==> config.mk <==
export PLATFORM = sky130hd
export DESIGN_NAME = rtc_evt_irq
export DESIGN_NICKNAME = d
export VERILOG_FILES = /design/src/rtl/rtc_evt_pkg.sv /design/src/rtl/rtc_tick_div.sv /design/src/rtl/rtc_rd_decode.sv /design/src/rtl/rtc_evt_flag.sv /design/src/rtl/rtc_irq_reg.sv /design/src/rtl/rtc_evt_irq.sv
export SDC_FILE = /design/constraint.sdc
export NUM_CORES = 1
export LEC_CHECK = 0
export ABC_CLOCK_PERIOD_IN_PS = 1150
export BUFFER_PORTS_ARGS = -buffer_cell sky130_fd_sc_hd__buf_2
export CELL_PAD_IN_SITES_DETAIL_PLACEMENT = 1
export CELL_PAD_IN_SITES_GLOBAL_PLACEMENT = 1
export CORE_MARGIN = 4
export CORE_UTILIZATION = 35
export CTS_BUF_LIST = sky130_fd_sc_hd__clkbuf_4
export DETAILED_ROUTE_END_ITERATION = 8
export PLACE_DENSITY_LB_ADDON = 0.1
export SKIP_CTS_REPAIR_TIMING = 1
export SYNTH_ARGS = -nofsm -noshare
export SYNTH_HDL_FRONTEND = slang
export SYNTH_SLANG_ARGS = --single-unit
==> constraint.sdc <==
create_clock -name clk -period 1.15 [get_ports clk]
set_input_delay 0.115 -clock clk [delete_from_list [all_inputs] [get_ports clk]]
set_output_delay 0.115 -clock clk [all_outputs]
set_load 0.02 [all_outputs]
==> src/rtl/rtc_evt_pkg.sv <==
// Shared constants for the RTC event flag unit.
// Assumes four flags; the bit positions are visible to software.
package rtc_evt_pkg;
    localparam int NUM_FLAGS = 4;
    localparam int IDX_TB2   = 0;   // quarter-second tick
    localparam int IDX_TB1   = 1;   // half-second tick
    localparam int IDX_SEC   = 2;   // second increment
    localparam int IDX_MIN   = 3;   // minute increment
endpackage

==> src/rtl/rtc_tick_div.sv <==
// Derives quarter- and half-second tick events from a 4 Hz strobe.
// Assumes tick_4hz is a one-cycle pulse; the 1-bit phase resets to 0,
// so the first half-second event comes on the second strobe.
module rtc_tick_div (
    input  logic clk,
    input  logic rst_n,
    input  logic tick_4hz,
    output logic qtr_evt,
    output logic half_evt
);
    logic phase_q;

    // Toggle the divider phase on every strobe.
    always_ff @(posedge clk) begin
        if (!rst_n)
            phase_q <= 1'b0;
        else if (tick_4hz)
            phase_q <= ~phase_q;
    end

    assign qtr_evt  = tick_4hz;
    assign half_evt = tick_4hz & phase_q;

    assert_phase_hold_R3: assert property (@(posedge clk) disable iff (!rst_n)
        !tick_4hz |=> $stable(phase_q));
    assert_phase_flip_R3: assert property (@(posedge clk) disable iff (!rst_n)
        tick_4hz |=> (phase_q != $past(phase_q)));
endmodule

==> src/rtl/rtc_rd_decode.sv <==
// Decodes bus reads of the status register and the three data registers.
// Assumes the four addresses are distinct; one read per cycle at most.
module rtc_rd_decode #(
    parameter int                 ADDR_W    = 3,
    parameter logic [ADDR_W-1:0]  STAT_ADDR = 'd0,
    parameter logic [ADDR_W-1:0]  MIN_ADDR  = 'd1,
    parameter logic [ADDR_W-1:0]  SEC_ADDR  = 'd2,
    parameter logic [ADDR_W-1:0]  CHR_ADDR  = 'd3
) (
    input  logic              rd_en,
    input  logic [ADDR_W-1:0] rd_addr,
    output logic              stat_rd,
    output logic              min_rd,
    output logic              sec_rd,
    output logic              chr_rd
);
    // Compare the read address against each register address.
    always_comb begin
        stat_rd = rd_en && (rd_addr == STAT_ADDR);
        min_rd  = rd_en && (rd_addr == MIN_ADDR);
        sec_rd  = rd_en && (rd_addr == SEC_ADDR);
        chr_rd  = rd_en && (rd_addr == CHR_ADDR);
    end
endmodule

==> src/rtl/rtc_evt_flag.sv <==
// One sticky event flag with its two-step clearing sequence.
// A status read records the flag value in an arm bit. The owning data-register
// read clears the flag if armed and always consumes the arm bit.
// A set event in the same cycle wins over the clear.
module rtc_evt_flag (
    input  logic clk,
    input  logic rst_n,
    input  logic set_evt,
    input  logic stat_rd,
    input  logic data_rd,
    output logic flag_q
);
    logic arm_q;
    logic clr_go;

    assign clr_go = arm_q & data_rd;

    // Flag: set has priority, then an armed clearing read.
    always_ff @(posedge clk) begin
        if (!rst_n)
            flag_q <= 1'b0;
        else if (set_evt)
            flag_q <= 1'b1;
        else if (clr_go)
            flag_q <= 1'b0;
    end

    // Arm bit: captured by status reads, consumed by the owning data read.
    always_ff @(posedge clk) begin
        if (!rst_n)
            arm_q <= 1'b0;
        else if (stat_rd)
            arm_q <= flag_q;
        else if (data_rd)
            arm_q <= 1'b0;
    end

    assert_set_R2: assert property (@(posedge clk) disable iff (!rst_n)
        set_evt |=> flag_q);
    assert_sticky_R4: assert property (@(posedge clk) disable iff (!rst_n)
        (flag_q && !(arm_q && data_rd)) |=> flag_q);
    assert_clear_R5: assert property (@(posedge clk) disable iff (!rst_n)
        (arm_q && data_rd && !set_evt) |=> !flag_q);
    assert_capture_R8: assert property (@(posedge clk) disable iff (!rst_n)
        stat_rd |=> (arm_q == $past(flag_q)));
    assert_consume_R8: assert property (@(posedge clk) disable iff (!rst_n)
        (data_rd && !stat_rd) |=> !arm_q);
endmodule

==> src/rtl/rtc_irq_reg.sv <==
// Registers the OR of enabled flags into one interrupt request.
// Assumes flags and enables share one bit order.
module rtc_irq_reg #(
    parameter int NUM = 4
) (
    input  logic           clk,
    input  logic           rst_n,
    input  logic [NUM-1:0] flags,
    input  logic [NUM-1:0] enables,
    output logic           irq_q
);
    logic any_pend;

    assign any_pend = |(flags & enables);

    // Register the merged request.
    always_ff @(posedge clk) begin
        if (!rst_n)
            irq_q <= 1'b0;
        else
            irq_q <= any_pend;
    end

    assert_irq_on_R10: assert property (@(posedge clk) disable iff (!rst_n)
        any_pend |=> irq_q);
    assert_irq_off_R10: assert property (@(posedge clk) disable iff (!rst_n)
        !any_pend |=> !irq_q);
endmodule

==> src/rtl/rtc_evt_irq.sv <==
// Top of the RTC event flag and interrupt unit.
// Collects minute, second and timebase events into four sticky flags.
// Each flag is cleared by a status read followed by its owning data-register read.
// Assumes strobes and reads are one-cycle pulses in the clk domain.
module rtc_evt_irq
    import rtc_evt_pkg::*;
#(
    parameter int                 ADDR_W    = 3,
    parameter logic [ADDR_W-1:0]  STAT_ADDR = 'd0,
    parameter logic [ADDR_W-1:0]  MIN_ADDR  = 'd1,
    parameter logic [ADDR_W-1:0]  SEC_ADDR  = 'd2,
    parameter logic [ADDR_W-1:0]  CHR_ADDR  = 'd3
) (
    input  logic                 clk,
    input  logic                 rst_n,
    input  logic                 tick_4hz,
    input  logic                 sec_inc,
    input  logic                 min_inc,
    input  logic [NUM_FLAGS-1:0] irq_en,
    input  logic                 rd_en,
    input  logic [ADDR_W-1:0]    rd_addr,
    output logic [NUM_FLAGS-1:0] stat_rdata,
    output logic                 irq
);
    logic                 qtr_evt, half_evt;
    logic                 stat_rd, min_rd, sec_rd, chr_rd;
    logic [NUM_FLAGS-1:0] set_vec;
    logic [NUM_FLAGS-1:0] own_rd;
    logic [NUM_FLAGS-1:0] flags;

    rtc_tick_div u_div (
        .clk      (clk),
        .rst_n    (rst_n),
        .tick_4hz (tick_4hz),
        .qtr_evt  (qtr_evt),
        .half_evt (half_evt)
    );

    rtc_rd_decode #(
        .ADDR_W    (ADDR_W),
        .STAT_ADDR (STAT_ADDR),
        .MIN_ADDR  (MIN_ADDR),
        .SEC_ADDR  (SEC_ADDR),
        .CHR_ADDR  (CHR_ADDR)
    ) u_dec (
        .rd_en   (rd_en),
        .rd_addr (rd_addr),
        .stat_rd (stat_rd),
        .min_rd  (min_rd),
        .sec_rd  (sec_rd),
        .chr_rd  (chr_rd)
    );

    // Route each flag's set source and owning data read by its index.
    for (genvar i = 0; i < NUM_FLAGS; i++) begin : g_flag
        if (i == IDX_MIN) begin : g_min
            assign set_vec[i] = min_inc;
            assign own_rd[i]  = min_rd;
        end else if (i == IDX_SEC) begin : g_sec
            assign set_vec[i] = sec_inc;
            assign own_rd[i]  = sec_rd;
        end else if (i == IDX_TB1) begin : g_tb1
            assign set_vec[i] = half_evt;
            assign own_rd[i]  = chr_rd;
        end else begin : g_tb2
            assign set_vec[i] = qtr_evt;
            assign own_rd[i]  = chr_rd;
        end

        rtc_evt_flag u_flag (
            .clk     (clk),
            .rst_n   (rst_n),
            .set_evt (set_vec[i]),
            .stat_rd (stat_rd),
            .data_rd (own_rd[i]),
            .flag_q  (flags[i])
        );
    end

    assign stat_rdata = flags;

    rtc_irq_reg #(.NUM(NUM_FLAGS)) u_irq (
        .clk     (clk),
        .rst_n   (rst_n),
        .flags   (flags),
        .enables (irq_en),
        .irq_q   (irq)
    );

    assert_reset_R1: assert property (@(posedge clk)
        !rst_n |=> (stat_rdata == '0 && !irq));
endmodule

==> impl_results.md <==
* Outcome: completed
* H-tree levels at 1
* Root buf cell: clkbuf_4
* Crit-path cells: buf_2
* Pre-antenna DRT Iters at 3
* Area growth from synthesis to layout at 22.1%
* CP required at 1.03 ns
* CP delay by family, top: flip-flops
* Die height at 44.4 um
* Crit-path slowest cell: dfxtp_1
* Synth Instances at 49
* Rel. slew slack at 0.757
* Number of distinct library cells after synthesis at 21
* First-pass GRT wire length at 2000 um
* Clock Pin Slew Worst Setup and Hold Paths at 0.06 ns
* Final wirelength at 1170 um
* YS warnings at 0
* Die Wd at 44.4 um
* CP max FO at 4
* Wirelength per Cell at 14.6 um
* Mapped Area at 464 um^2
* Post-DP HPWL at 924 um
* Die area at 0.00197 mm^2
* Slew @ Worst Pin at 0.363 ns
* GRT Resource Usage Total at 0.140
* Clock Skew at 0.000392 ns
* Largest net degree at the start of global routing at 8
* I/O Buffers at 17
* Clk sinks at 10
* Via-per-instance ratio at 5.23
* RSZ-0062 raised after global routing: false
* Final min period at 0.954 ns
* P per Cell Area at 1290 mW/mm^2
* Crit path DAT at 0.84 ns
* Gp weighted congestion at 0.739
* Final instance area at 567 um^2
* Nets at 81
* # DRC at 0
* Max-slew violations at 0
* Max Clock Freq at 1.05 GHz
* Final Setup Violations at 0
* Vias in the first global route at 450
* Class of the worst hold path: in -> reg
* CP Class: reg -> out
* Post-DP Area at 544 um^2
* Drt first-iter violations at 7
* Initial antenna violation count at 0
* Leak at 0.253 nW
* Worst-Skew Late Latency at 0.26 ns
* Worst setup SP type: flip-flop
* Core area at 0.00117 mm^2
* Post-synthesis sequential area ratio at 0.431
* Setup TNS at 0 ns
* # IOs at 18
* Number of diodes at 0
* Count of state elements after synthesis at 10
* CTS tree: built
* Mapped Nets at 62
* CP max stage delay at 0.39 ns
* Clock Path Buffers at 2
* Remaining global-route overflow at 0
* Routed Antenna Nets at 0
* FF/Latch Area at 200 um^2
* Endpoints failing hold at 0
* Max VDD drop at 0.534 mV
* Bufs and invs on worst path at 1
* Rows at 12
* Fin crit share at 0.829
* Crit end category: output pin
* Max-cap violations at 0
* DR vias at 418
* Initial core utilization at 0.396
* # fillers at 150
* Mapped Avg Cell Area at 9.47 um^2
* Share of post-route cells with drive strength above 1 at 0.348
* CTS Buf Count at 3
* Multi-input logic area at 215 um^2
[cells in the mapped netlist]
| master | instances | area [um^2] |
|---|---|---|
| a21oi_1 | 4 | 20.0 |
| a22oi_1 | 2 | 15.0 |
| a41oi_1 | 2 | 17.5 |
| o21ai_0 | 4 | 20.0 |
| inv_1 | 5 | 18.8 |
| nor3b_4 | 1 | 18.8 |
| a311oi_2 | 1 | 15.0 |
| a31oi_1 | 1 | 6.26 |
| nor2_1 | 2 | 7.51 |
| nand3b_1 | 1 | 7.51 |
| nand3_1 | 1 | 5.00 |
| buf_4 | 4 | 30.0 |
| nor2b_1 | 1 | 6.26 |
| nand2b_1 | 2 | 12.5 |
| dfxtp_1 | 10 | 200 |
| and3_1 | 1 | 6.26 |
| nor3b_1 | 1 | 7.51 |
| nand2_1 | 1 | 3.75 |
| xnor2_1 | 1 | 8.76 |
| a32o_1 | 2 | 20.0 |
| a22o_1 | 2 | 17.5 |
[metal layers]
layer	vias up	share of wire	wire length (um)	global-route usage
li1	211	-	-	-
met1	194	0.46	543	0.156
met2	11	0.46	540	0.230
met3	2	0.063	74	0.0407
met4	0	0.010	12	0.0904
met5	-	0	0	0
[power breakdown]
part | leakage, nW | total [mW] | switching, mW | internal [mW]
Clock | 0.0138 | 0.230 | 0.110 | 0.120
Sequential | 0.0823 | 0.381 | 0.0157 | 0.366
Combinational | 0.157 | 0.118 | 0.0657 | 0.0524
[through the flow]
stage               setup WS (ns)  power, mW   util  std cells  hold WS, ns
finish                      0.196      0.729  0.484         80        0.133
CTS                         0.192      0.746  0.484         80        0.130
detailed placement          0.206      0.508  0.465         77        0.410
floorplan                   0.346      0.461      -         49        0.252
global placement            0.246      0.505  0.465         77        0.412
global route                0.165      0.775  0.484         80        0.156
[cell type report]
type                       count  area share
clock buffer                   3      0.0397
inverter                       5      0.0331
multi-input combinational     30       0.380
sequential                    10       0.353
timing repair buffer          18       0.163
tap                           14      0.0309
[kinds of logic after synthesis]
group / count (synthesis) / synth area share
flip-flops: 10 / 0.431
XOR/XNOR: 1 / 0.0189
AO/OA/AOI/OAI: 18 / 0.283
buffers and inverters: 9 / 0.105
AND/OR/NAND/NOR: 11 / 0.162
[path summary, 6_finish.rpt]
kind,from,to,slack [ns],depth (start not counted)
min,sec_inc,g_flag[2].u_flag.flag_q,0.13,3
max,g_flag[3].u_flag.flag_q,stat_rdata[3],0.20,1
min reg2reg,g_flag[2].u_flag.arm_q,g_flag[2].u_flag.flag_q,0.47,1
max reg2reg,g_flag[1].u_flag.arm_q,g_flag[1].u_flag.arm_q,0.30,2
[flip-flops by register name, summed over array words and instances (netlist names)]
signal                count
u_div.phase_q             1
g_flag.u_flag.flag_q      4
u_irq.irq_q               1
g_flag.u_flag.arm_q       4
[cells in the final DEF, fill, tap and decap left out, drive strengths merged]
cell type	synthesis	routed
nand3b	1	1
nor2	2	2
a21oi	4	4
a22oi	2	2
nand3	1	1
clkbuf	0	3
a32o	2	2
a41oi	2	2
nor2b	1	1
inv	5	5
xnor2	1	1
a31oi	1	1
nor3b	2	2
dfxtp	10	10
o21ai	4	4
a22o	2	2
a311oi	1	1
nand2b	2	2
and3	1	1
nand2	1	1
buf	4	18
(Power assumes the default switching activity.)
